[src/rtl/ddr2_init_pkg.sv]
package ddr2_init_pkg;

   localparam int OP_W = 3;

   typedef enum logic [OP_W-1:0] {
      OP_NOP  = 3'd0,
      OP_PREA = 3'd1,
      OP_MRS  = 3'd2,
      OP_REF  = 3'd3
   } op_e;

   typedef struct packed {
      logic cs_n;
      logic ras_n;
      logic cas_n;
      logic we_n;
   } pins_t;

   localparam pins_t PINS_IDLE = 4'b1111;
   localparam pins_t PINS_NOP  = 4'b0111;

   function automatic pins_t pins_for(logic [OP_W-1:0] op);
      pins_t p;
      case (op)
         OP_PREA: p = 4'b0010;
         OP_MRS:  p = 4'b0000;
         OP_REF:  p = 4'b0001;
         default: p = PINS_NOP;
      endcase
      return p;
   endfunction

endpackage

[src/rtl/ddr2_init_slots.sv]
module ddr2_init_slots
   import ddr2_init_pkg::*;
#(
   parameter int SLOTS  = 16,
   parameter int ADDR_W = 14,
   parameter int BA_W   = 3,
   parameter int WAIT_W = 8,
   parameter logic [ADDR_W-1:0] MR_VAL  = 14'h0432,
   parameter logic [ADDR_W-1:0] EMR_VAL = 14'h0004,
   localparam int IDX_W  = $clog2(SLOTS),
   localparam int SLOT_W = WAIT_W + ADDR_W + BA_W + OP_W + 1
) (
   input  logic              clk_i,
   input  logic              rst_ni,
   input  logic              wr_i,
   input  logic [IDX_W-1:0]  idx_i,
   input  logic [SLOT_W-1:0] data_i,
   output logic [SLOT_W-1:0] slot_o [SLOTS],
   output logic [SLOTS-1:0]  en_o
);

   localparam int EN_BIT = SLOT_W - 1;
   localparam logic [ADDR_W-1:0] DLL_RST  = ADDR_W'(32'h100);
   localparam logic [ADDR_W-1:0] OCD_ALL  = ADDR_W'(32'h380);
   localparam logic [ADDR_W-1:0] PRE_ALL  = ADDR_W'(32'h400);

   function automatic logic [SLOT_W-1:0] power_up_slot(int i);
      logic              en;
      logic [OP_W-1:0]   op;
      logic [BA_W-1:0]   ba;
      logic [ADDR_W-1:0] a;
      logic [WAIT_W-1:0] w;
      en = 1'b1;
      op = OP_MRS;
      ba = '0;
      a  = '0;
      w  = WAIT_W'(2);
      case (i)
         0:       begin op = OP_NOP;  w = WAIT_W'(106); end
         1, 6:    begin op = OP_PREA; a = PRE_ALL; w = WAIT_W'(4); end
         2:       ba = BA_W'(2);
         3:       ba = BA_W'(3);
         4:       begin ba = BA_W'(1); a = EMR_VAL & ~OCD_ALL; end
         5:       begin a = MR_VAL | DLL_RST; w = WAIT_W'(200); end
         7, 8, 9, 10: begin op = OP_REF; w = WAIT_W'(25); end
         11:      a = MR_VAL & ~DLL_RST;
         12:      begin ba = BA_W'(1); a = EMR_VAL | OCD_ALL; end
         13:      begin ba = BA_W'(1); a = EMR_VAL & ~OCD_ALL; end
         default: begin en = 1'b0; op = OP_NOP; w = '0; end
      endcase
      return {en, op, ba, a, w};
   endfunction

   for (genvar g = 0; g < SLOTS; g++) begin : g_slot
      logic [SLOT_W-1:0] q;
      always_ff @(posedge clk_i or negedge rst_ni) begin
         if (!rst_ni) begin
            q <= power_up_slot(g);
         end else if (wr_i && (idx_i == IDX_W'(g))) begin
            q <= data_i;
         end
      end
      assign slot_o[g] = q;
      assign en_o[g]   = q[EN_BIT];
   end

endmodule

[src/rtl/ddr2_init_pick.sv]
module ddr2_init_pick #(
   parameter int SLOTS = 16,
   localparam int IDX_W = $clog2(SLOTS)
) (
   input  logic [SLOTS-1:0] en_i,
   input  logic [IDX_W:0]   from_i,
   output logic             found_o,
   output logic [IDX_W-1:0] idx_o
);

   logic [SLOTS-1:0] cand;

   for (genvar g = 0; g < SLOTS; g++) begin : g_cand
      assign cand[g] = en_i[g] && (from_i <= (IDX_W+1)'(g));
   end

   always_comb begin
      found_o = |cand;
      idx_o   = '0;
      for (int i = SLOTS - 1; i >= 0; i--) begin
         if (cand[i]) idx_o = IDX_W'(i);
      end
   end

endmodule

[src/rtl/ddr2_init_fsm.sv]
module ddr2_init_fsm
   import ddr2_init_pkg::*;
#(
   parameter int SLOTS  = 16,
   parameter int ADDR_W = 14,
   parameter int BA_W   = 3,
   parameter int WAIT_W = 8,
   localparam int IDX_W  = $clog2(SLOTS),
   localparam int SLOT_W = WAIT_W + ADDR_W + BA_W + OP_W + 1
) (
   input  logic              clk_i,
   input  logic              rst_ni,
   input  logic              start_i,
   input  logic [SLOT_W-1:0] slot_i [SLOTS],
   input  logic [SLOTS-1:0]  en_i,
   output logic              busy_o,
   output logic              done_o,
   output pins_t             pins_o,
   output logic [BA_W-1:0]   ba_o,
   output logic [ADDR_W-1:0] addr_o
);

   localparam int A_LO  = WAIT_W;
   localparam int B_LO  = A_LO + ADDR_W;
   localparam int C_LO  = B_LO + BA_W;

   logic              busy_q, done_q;
   logic [IDX_W-1:0]  cur_q;
   logic [WAIT_W-1:0] cnt_q;
   logic [IDX_W:0]    from;
   logic              found, advance;
   logic [IDX_W-1:0]  nidx;
   logic [SLOT_W-1:0] sel;

   assign from    = busy_q ? ({1'b0, cur_q} + (IDX_W+1)'(1)) : '0;
   assign advance = busy_q ? (cnt_q == '0) : start_i;
   assign sel     = slot_i[nidx];

   ddr2_init_pick #(.SLOTS(SLOTS)) u_pick (
      .en_i   (en_i),
      .from_i (from),
      .found_o(found),
      .idx_o  (nidx)
   );

   always_ff @(posedge clk_i or negedge rst_ni) begin
      if (!rst_ni) begin
         busy_q <= 1'b0;
         done_q <= 1'b0;
         cur_q  <= '0;
         cnt_q  <= '0;
         pins_o <= PINS_IDLE;
         ba_o   <= '0;
         addr_o <= '0;
      end else if (advance) begin
         if (found) begin
            busy_q <= 1'b1;
            done_q <= 1'b0;
            cur_q  <= nidx;
            cnt_q  <= sel[WAIT_W-1:0];
            pins_o <= pins_for(sel[C_LO +: OP_W]);
            ba_o   <= sel[B_LO +: BA_W];
            addr_o <= sel[A_LO +: ADDR_W];
         end else begin
            busy_q <= 1'b0;
            done_q <= 1'b1;
            pins_o <= PINS_IDLE;
            ba_o   <= '0;
            addr_o <= '0;
         end
      end else if (busy_q) begin
         cnt_q  <= cnt_q - WAIT_W'(1);
         pins_o <= PINS_NOP;
         ba_o   <= '0;
         addr_o <= '0;
      end
   end

   assign busy_o = busy_q;
   assign done_o = done_q;

   // a real command is only ever on the pins during a run
   assert_cmd_in_run_R3: assert property (@(posedge clk_i) disable iff (!rst_ni)
      (!pins_o.cs_n && pins_o != PINS_NOP) |-> busy_q);

   // a pending wait forces NOP on the following clock
   assert_wait_nop_R4: assert property (@(posedge clk_i) disable iff (!rst_ni)
      (busy_q && cnt_q != '0) |=> (pins_o == PINS_NOP));

   // slots are visited in rising index order
   assert_idx_mono_R5: assert property (@(posedge clk_i) disable iff (!rst_ni)
      busy_q |=> (!busy_q || cur_q >= $past(cur_q)));

   // done and busy never overlap
   assert_done_excl_R7: assert property (@(posedge clk_i) disable iff (!rst_ni)
      !(busy_q && done_q));

   // a start during a wait leaves the countdown running
   assert_start_ignored_R8: assert property (@(posedge clk_i) disable iff (!rst_ni)
      (busy_q && cnt_q != '0 && start_i) |=> (busy_q && cnt_q == $past(cnt_q) - WAIT_W'(1)));

   // idle means deselect
   assert_idle_deselect_R12: assert property (@(posedge clk_i) disable iff (!rst_ni)
      !busy_q |-> (pins_o == PINS_IDLE && addr_o == '0));

endmodule

[src/rtl/ddr2_init_gate.sv]
module ddr2_init_gate (
   input  logic done_i,
   input  logic req_i,
   input  logic cal_i,
   output logic en_o,
   output logic ready_o
);

   assign en_o    = req_i & done_i;
   assign ready_o = en_o & cal_i;

endmodule

[src/rtl/ddr2_init_seq.sv]
module ddr2_init_seq
   import ddr2_init_pkg::*;
#(
   parameter int SLOTS  = 16,
   parameter int ADDR_W = 14,
   parameter int BA_W   = 3,
   parameter int WAIT_W = 8,
   parameter logic [ADDR_W-1:0] MR_VAL  = 14'h0432,
   parameter logic [ADDR_W-1:0] EMR_VAL = 14'h0004,
   localparam int IDX_W  = $clog2(SLOTS),
   localparam int SLOT_W = WAIT_W + ADDR_W + BA_W + OP_W + 1
) (
   input  logic              clk_i,
   input  logic              rst_ni,
   input  logic              cfg_wr_i,
   input  logic [IDX_W-1:0]  cfg_idx_i,
   input  logic [SLOT_W-1:0] cfg_data_i,
   input  logic              start_i,
   output logic              busy_o,
   output logic              init_done_o,
   output logic              ddr_cs_n_o,
   output logic              ddr_ras_n_o,
   output logic              ddr_cas_n_o,
   output logic              ddr_we_n_o,
   output logic [BA_W-1:0]   ddr_ba_o,
   output logic [ADDR_W-1:0] ddr_addr_o,
   input  logic              ctrl_en_req_i,
   input  logic              cal_done_i,
   output logic              ctrl_en_o,
   output logic              ready_o
);

   if (SLOTS < 14) begin : g_chk_slots
      $error("SLOTS must hold the 14-entry power-up list");
   end
   if (ADDR_W < 11) begin : g_chk_addr
      $error("ADDR_W must cover address bit 10");
   end
   if (WAIT_W < 8) begin : g_chk_wait
      $error("WAIT_W must hold a 200-cycle wait");
   end
   if (BA_W < 2) begin : g_chk_ba
      $error("BA_W must select four mode registers");
   end

   logic [SLOT_W-1:0] slot [SLOTS];
   logic [SLOTS-1:0]  slot_en;
   pins_t             pins;

   ddr2_init_slots #(
      .SLOTS(SLOTS), .ADDR_W(ADDR_W), .BA_W(BA_W), .WAIT_W(WAIT_W),
      .MR_VAL(MR_VAL), .EMR_VAL(EMR_VAL)
   ) u_slots (
      .clk_i (clk_i),
      .rst_ni(rst_ni),
      .wr_i  (cfg_wr_i),
      .idx_i (cfg_idx_i),
      .data_i(cfg_data_i),
      .slot_o(slot),
      .en_o  (slot_en)
   );

   ddr2_init_fsm #(
      .SLOTS(SLOTS), .ADDR_W(ADDR_W), .BA_W(BA_W), .WAIT_W(WAIT_W)
   ) u_fsm (
      .clk_i  (clk_i),
      .rst_ni (rst_ni),
      .start_i(start_i),
      .slot_i (slot),
      .en_i   (slot_en),
      .busy_o (busy_o),
      .done_o (init_done_o),
      .pins_o (pins),
      .ba_o   (ddr_ba_o),
      .addr_o (ddr_addr_o)
   );

   ddr2_init_gate u_gate (
      .done_i (init_done_o),
      .req_i  (ctrl_en_req_i),
      .cal_i  (cal_done_i),
      .en_o   (ctrl_en_o),
      .ready_o(ready_o)
   );

   assign ddr_cs_n_o  = pins.cs_n;
   assign ddr_ras_n_o = pins.ras_n;
   assign ddr_cas_n_o = pins.cas_n;
   assign ddr_we_n_o  = pins.we_n;

   // the controller can never be enabled while the list is running
   assert_gate_R9: assert property (@(posedge clk_i) disable iff (!rst_ni)
      ctrl_en_o |-> !busy_o);

   // ready requires both completed init and calibration
   assert_ready_R10: assert property (@(posedge clk_i) disable iff (!rst_ni)
      ready_o |-> (init_done_o && cal_done_i && !busy_o));

endmodule

[config.mk]
export PLATFORM = sky130hd
export DESIGN_NAME = ddr2_init_seq
export DESIGN_NICKNAME = d
export VERILOG_FILES = /design/src/rtl/ddr2_init_pkg.sv /design/src/rtl/ddr2_init_slots.sv /design/src/rtl/ddr2_init_pick.sv /design/src/rtl/ddr2_init_fsm.sv /design/src/rtl/ddr2_init_gate.sv /design/src/rtl/ddr2_init_seq.sv
export SDC_FILE = /design/constraint.sdc
export NUM_CORES = 1
export LEC_CHECK = 0
export CAP_MARGIN = 20
export CORE_MARGIN = 2
export CORE_UTILIZATION = 40
export CTS_BUF_LIST = sky130_fd_sc_hd__clkbuf_8
export CTS_CLUSTER_SIZE = 28
export DETAILED_ROUTE_END_ITERATION = 6
export DONT_BUFFER_PORTS = 1
export PLACE_DENSITY_LB_ADDON = 0.08
export SLEW_MARGIN = 20
export SYNTH_ARGS = -nofsm -noshare
export SYNTH_HDL_FRONTEND = slang
export SYNTH_SLANG_ARGS = --single-unit
[constraint.sdc]
create_clock -name clk_i -period 4.2 [get_ports clk_i]
set_clock_uncertainty 0.2 [all_clocks]
set_input_delay 0.63 -clock clk_i [delete_from_list [all_inputs] [get_ports clk_i]]
set_output_delay 0.63 -clock clk_i [all_outputs]
set_load 0.02 [all_outputs]
==> results of run 1 <==
critical path, cell delays in order (launching register included):
cell and delay (ns):
dfrtp_1 0.39, ha_2 0.36, or4_4 0.56, o311ai_4 0.14, a22oi_2 0.16, a221oi_4 0.31
buf_4 0.27, o21ai_4 0.13, buf_4 0.18, clkbuf_16 0.18, nor2_1 0.31, o211ai_1 0.20
nand4b_1 0.25, o22a_1 0.19
Yosys cell counts (5+ instances only):
master     number  area share [%]
nand2b_1        9            0.24
dfrtp_1       414              44
mux4_2         82             7.9
and2_1          6            0.16
a211oi_1       15            0.48
clkbuf_1       69             1.1
a31oi_1        11            0.30
buf_2          21            0.45
a22oi_1        40             1.3
a21oi_1        30            0.64
buf_1          22            0.35
o2111ai_1       5            0.19
buf_6           8            0.39
nor2_1         20            0.32
o21ai_0        13            0.28
nor2b_1        16            0.43
nand3b_1        7            0.23
mux2i_1        47             2.0
a21o_1         20            0.64
nand3_1        12            0.26
buf_4          10            0.32
mux2_2        467              23
nand2_1        38            0.61
dfstp_2        85             9.6
inv_1          14            0.23
or3_1           9            0.24
o211ai_1       11            0.35
nor3_1          7            0.15
cell type report:
type | instances | area, µm²
antenna | 2 | 5.00
clock buffer | 114 | 1570
clock inverter | 54 | 280
fill | 5091 | 31000
inverter | 15 | 56.3
multi-input combinational | 953 | 10100
sequential | 499 | 12600
tap | 765 | 957
timing repair buffer | 98 | 1030
logic make-up after synthesis:
family / count (synthesis) / synth area share (%)
multiplexers: 597 / 32.6
flip-flops: 499 / 54.1
AO/OA/AOI/OAI: 202 / 6.58
AND/OR/NAND/NOR: 148 / 3.50
buffers and inverters: 147 / 2.98
XOR/XNOR: 4 / 0.151
adder cells (fa/ha/maj): 2 / 0.107
metrics by stage:
stage | hold WS (ns) | setup slack, ns | std cells | total power (W) | utilization [%]
global placement | 0.163 | 0.175 | 2296 | 0.0167 | 42.4
finish | -0.529 | 0.299 | 2500 | 0.0215 | 46.2
global route | -0.570 | 0.101 | 2499 | 0.0228 | 46.2
floorplan | 0.134 | 0.554 | 1599 | 0.0140 | -
CTS | -0.587 | 0.138 | 2493 | 0.0216 | 46.1
detailed placement | 0.161 | 0.152 | 2296 | 0.0168 | 42.4
path summary, 6_finish.rpt:
kind	endpoint	slack, ns	cells after the start
min in group clk_i	u_fsm.busy_o	0.13	3
setup / recovery	u_fsm.pins_o[2]	0.30	13
max in group asynchronous	u_slots.g_slot[2].q[25]	3.11	0
setup reg to reg	u_fsm.pins_o[2]	0.30	13
hold / removal	u_slots.g_slot[4].q[6]	-0.53	0
hold reg to reg	u_slots.g_slot[13].q[4]	0.30	1
registers in the layout, summed over array words and instances (netlist names):
| name | flops |
|---|---|
| u_slots.g_slot.q | 464 |
| u_fsm.addr_o | 14 |
| u_fsm.cnt_q | 8 |
| u_fsm.cur_q | 4 |
| u_fsm.pins_o | 4 |
| u_fsm.ba_o | 3 |
| u_fsm.busy_o | 1 |
| u_fsm.done_o | 1 |
routing by layer:
metal	vias up	track usage [%]	part of all wire, %
met1	7470	28.5	46
li1	6109	-	-
met3	84	3.65	3.8
met4	2	5.95	1.8
met5	-	0	0.019
met2	215	34.9	49
timing repair:
action / in CTS / in global routing
endpoints found under the setup margin: 0 / 4
setup buffers: 0 / 4
hold endpoints to repair: 963 / 489
resized for setup: 0 / 1
power by group through the flow:
stage | logic, W | clock network, W | registers (W)
2_1_floorplan | 0.00750 | 0 | 0.00651
3_3_place_gp | 0.0100 | 0 | 0.00669
3_5_place_dp | 0.0100 | 0 | 0.00673
4_1_cts | 0.0102 | 0.00479 | 0.00665
5_1_grt | 0.0110 | 0.00503 | 0.00680
6_report | 0.0102 | 0.00462 | 0.00666
==> results.json, run 1 <==
{
  "cts.sinks": 499,
  "layout_common_cells": "mux2_2 (467), dfrtp_1 (414), clkbuf_8 (114), dfstp_2 (85), mux4_2 (82)",
  "synthCells": 1599,
  "path_class": "register to register",
  "grt_setup_unrepaired": "no",
  "violations": "hold timing, slew limit",
  "dr.pass1.iters": 5,
  "fmax_mhz": 256,
  "start_kind": "register",
  "grt_pass1_wl_mm": 95.0,
  "max-vdd-ir-drop_mv": 0.603,
  "synth-seq-cells": 499,
  "design_area_um2": 26600,
  "start_util_pct": 40.4,
  "grt_start_max_net_pins": 500,
  "r2r_start": "u_fsm.cur_q[0]",
  "p_int_w": 0.0138,
  "clock_latency_ns": 0.68,
  "tightestPinTransition_ns": 1.52,
  "die_h_um": 245,
  "p_sw_w": 0.00768,
  "grt-ovfl-total": 0,
  "p_seq_share_pct": 31.0,
  "drive_gt1_share_pct": 50.1,
  "cts_root_buffer": "clkbuf_8",
  "drt_iter0_markers": 783,
  "fp-row-count": 88,
  "core_area_um2": 57600,
  "syn_to_final_growth_pct": 14.3,
  "status": "complete, but fails checks",
  "setup_viol": 0,
  "finalHoldViolations": 420,
  "dr_total_vias": 13900,
  "crit_path_end_kind": "register",
  "yosysWarnings": 0,
  "startpoint": "u_fsm.cur_q[0]",
  "ios": 64,
  "post_drt_wl_per_cell_um": 24.6,
  "async_flop_share_pct": 100,
  "h-tree-depth": 3,
  "hold_slack_ns": -0.529,
  "clkTransAtPathRegs_ns": 0.07,
  "antenna_found_initial": 3,
  "clock_path_buffers": 3,
  "syn_nets": 1640,
  "final_common_cell": "mux2_2",
  "ys.flop_type": "dfrtp_1",
  "syn_area_um2": 23300,
  "grt_pass1_vias": 14800,
  "worstPathArrival_ns": 4.30,
  "clockPowerShare_pct": 21.5,
  "combPwrFrac_pct": 47.4,
  "ctsHoldBuffers": 29,
  "tns_ns": 0,
  "final_max_slew_viol_count": 44,
  "cap_violations": 0,
  "power_leakage_nw": 11.4,
  "fin_crit_sh_pct": 92.9,
  "io_buffers": 0,
  "yosysSeqAreaShare_pct": 54.1,
  "wl_mm": 61.6,
  "track_usage_pct": 21.1,
  "dpl.hpwl_mm": 34.6,
  "min_path_type": "input port to asynchronous set/reset pin",
  "placed_area_um2": 24400,
  "fp.dieW_um": 245,
  "cts_made_buffers": 91,
  "dieArea_um2": 60100,
  "syn_area_per_cell_um2": 14.6,
  "min_period_ns": 3.90,
  "power_switching_share_pct": 35.8,
  "synth_edf_count": 0,
  "synth_cell_types": 81,
  "ant_nets": 0,
  "power_density_nw_per_um2": 807,
  "via_per_inst": 5.55,
  "slew-limit-headroom_pct": -1.17,
  "required_ns": 4.60,
  "cp_max_fo": 16,
  "cts_tree": "built",
  "layout.nets": 1699,
  "drcViolationCount": 0,
  "routabilityCongestion": 0.796
}
(Power assumes the default switching activity.)
==> run 2, diff against run 1 <==
Settings changed: MAX_ROUTING_LAYER set to met4.
==> results.json, run 2 (synthesis results as in run 1) <==
{
  "use_met1_pct": 28.5,
  "p_sw_w": 0.00770,
  "r2r-end": "u_fsm.cnt_q[7]",
  "crit_path_end_kind": "register",
  "r2r_slack_ns": 0.29,
  "status": "complete, but fails checks",
  "ios": 64,
  "grt_setup_unrepaired": "no",
  "min_path_type": "input port to asynchronous set/reset pin",
  "tns_ns": 0,
  "drive_gt1_share_pct": 50.1,
  "ant_nets": 0,
  "cts_made_buffers": 91,
  "fin_crit_sh_pct": 93.1,
  "cp_max_fo": 12,
  "io_buffers": 0,
  "fp.dieW_um": 245,
  "reg_top3": "u_slots.g_slot.q: 464 flops, u_fsm.addr_o: 14 flops, u_fsm.cnt_q: 8 flops",
  "cts_tree": "built",
  "h-tree-depth": 3,
  "worstPathArrival_ns": 4.31,
  "min_period_ns": 3.91,
  "dr.pass1.iters": 4,
  "power_leakage_nw": 11.4,
  "drcViolationCount": 0,
  "routabilityCongestion": 0.808,
  "cts_root_buffer": "clkbuf_8",
  "fmax_mhz": 256,
  "grt_start_max_net_pins": 500,
  "cap_violations": 0,
  "required_ns": 4.59,
  "setup_viol": 0,
  "clockPowerShare_pct": 21.5,
  "grt_pass1_vias": 14900,
  "finalHoldViolations": 423,
  "dpl.hpwl_mm": 34.6,
  "clock_latency_ns": 0.68,
  "fin_ws_ns": 0.289,
  "r2r_start": "u_fsm.cur_q[1]",
  "ff2ff_path_depth": 13,
  "hold_slack_ns": -0.518,
  "largest_register": "u_slots.g_slot.q",
  "multiInputGateArea_um2": 10100,
  "track_usage_pct": 21.7,
  "layout.nets": 1699,
  "drt_iter0_markers": 734,
  "antenna_found_initial": 3,
  "start_util_pct": 40.4,
  "regArea_um2": 12600,
  "p_seq_share_pct": 31.0,
  "grt_pass1_wl_mm": 95.0,
  "final_common_cell": "mux2_2",
  "max-vdd-ir-drop_mv": 0.610,
  "dp_slack_ns": 0.152,
  "clock_path_buffers": 3,
  "combPwrFrac_pct": 47.5,
  "grt_use_met3_pct": 3.61,
  "fp-row-count": 88,
  "p_int_w": 0.0138,
  "grt_use_met2_pct": 35.0,
  "power_switching_share_pct": 35.8,
  "grt-ovfl-total": 0,
  "dieArea_um2": 60100,
  "crit_end": "u_fsm.cnt_q[7]",
  "final_max_slew_viol_count": 338,
  "utilization_pct": 46.2,
  "p_total_w": 0.0215,
  "ctsHoldBuffers": 29,
  "via_per_inst": 5.55,
  "layout.cells.non_filler": 2501,
  "n_fill_cell": 5090,
  "place_inst": 2296,
  "cts.sinks": 499,
  "violations": "hold timing, slew limit",
  "post_drt_wl_per_cell_um": 24.6,
  "die_h_um": 245,
  "power_density_nw_per_um2": 807,
  "startpoint": "u_fsm.cur_q[1]",
  "core_area_um2": 57600,
  "tightestPinTransition_ns": 2.10,
  "start_kind": "register",
  "top_usage_layer": "met2",
  "clkTransAtPathRegs_ns": 0.06,
  "largest_reg_flops": 464,
  "slew-limit-headroom_pct": -39.9,
  "syn_to_final_growth_pct": 14.3,
  "dr_total_vias": 13900,
  "layout_common_cells": "mux2_2 (467), dfrtp_1 (414), clkbuf_8 (114), dfstp_2 (85), mux4_2 (82)",
  "path_class": "register to register",
  "wl_mm": 61.6
}
-- run 2: cell count changes in the layout (fill, tap and decap cells not counted) --
cell     before  now
diode_2       2    3
-- run 2: routing by layer --
layer	wire [µm]	vias up	share of wire [%]
met1	28000	7450	45
li1	-	6117	-
met3	2540	80	4.1
met2	30100	222	49
met5	0	-	0
met4	1000	0	1.6
-- run 2: final cells by class --
| class | count | share of cell area [%] |
|---|---|---|
| Tap cell | 765 | 3.60 |
| Clock inverter | 54 | 1.05 |
| Clock buffer | 114 | 5.90 |
| Sequential cell | 499 | 47.3 |
| Timing Repair Buffer | 98 | 3.86 |
| Inverter | 15 | 0.212 |
| Multi-Input combinational cell | 953 | 38.0 |
| Antenna cell | 3 | 0.0282 |
-- run 2: power groups by stage --
stage / combinational, W / clock, W / sequential [W]
floorplan: 0.00750 / 0 / 0.00651
global placement: 0.0100 / 0 / 0.00669
detailed placement: 0.0100 / 0 / 0.00673
CTS: 0.0102 / 0.00479 / 0.00665
global route: 0.0110 / 0.00503 / 0.00680
finish: 0.0102 / 0.00463 / 0.00666
-- run 2: critical path, cell delays in order (launching register included) --
cell	delay (ns)
dfrtp_1	0.39
ha_2	0.43
buf_4	0.17
nand3b_1	0.10
and2_1	0.21
o21a_1	0.24
nor2_1	0.26
o211ai_1	0.20
buf_4	0.24
a21oi_4	0.39
buf_4	0.36
a32oi_1	0.16
a21oi_1	0.30
a221o_1	0.16
-- run 2: worst min path at each step --
stage	to	depth (start not counted)
2_1_floorplan	u_fsm.addr_o[0]	0
3_3_place_gp	u_slots.g_slot[4].q[6]	0
3_5_place_dp	u_slots.g_slot[4].q[6]	0
4_1_cts	u_slots.g_slot[10].q[7]	0
5_1_grt	u_slots.g_slot[7].q[6]	0
6_report	u_slots.g_slot[4].q[6]	0
-- run 2: what timing repair did --
item / in CTS / in global routing
setup buffers: 0 / 4
hold endpoints to repair: 963 / 485
setup endpoints to repair: 0 / 4
gates resized for setup: 0 / 1
-- run 2: metrics by stage --
stage	hold slack [ns]	area (µm²)
2_1_floorplan	0.134	23300
3_3_place_gp	0.163	24400
3_5_place_dp	0.161	24400
4_1_cts	-0.587	26500
5_1_grt	-0.570	26600
6_report	-0.518	26600
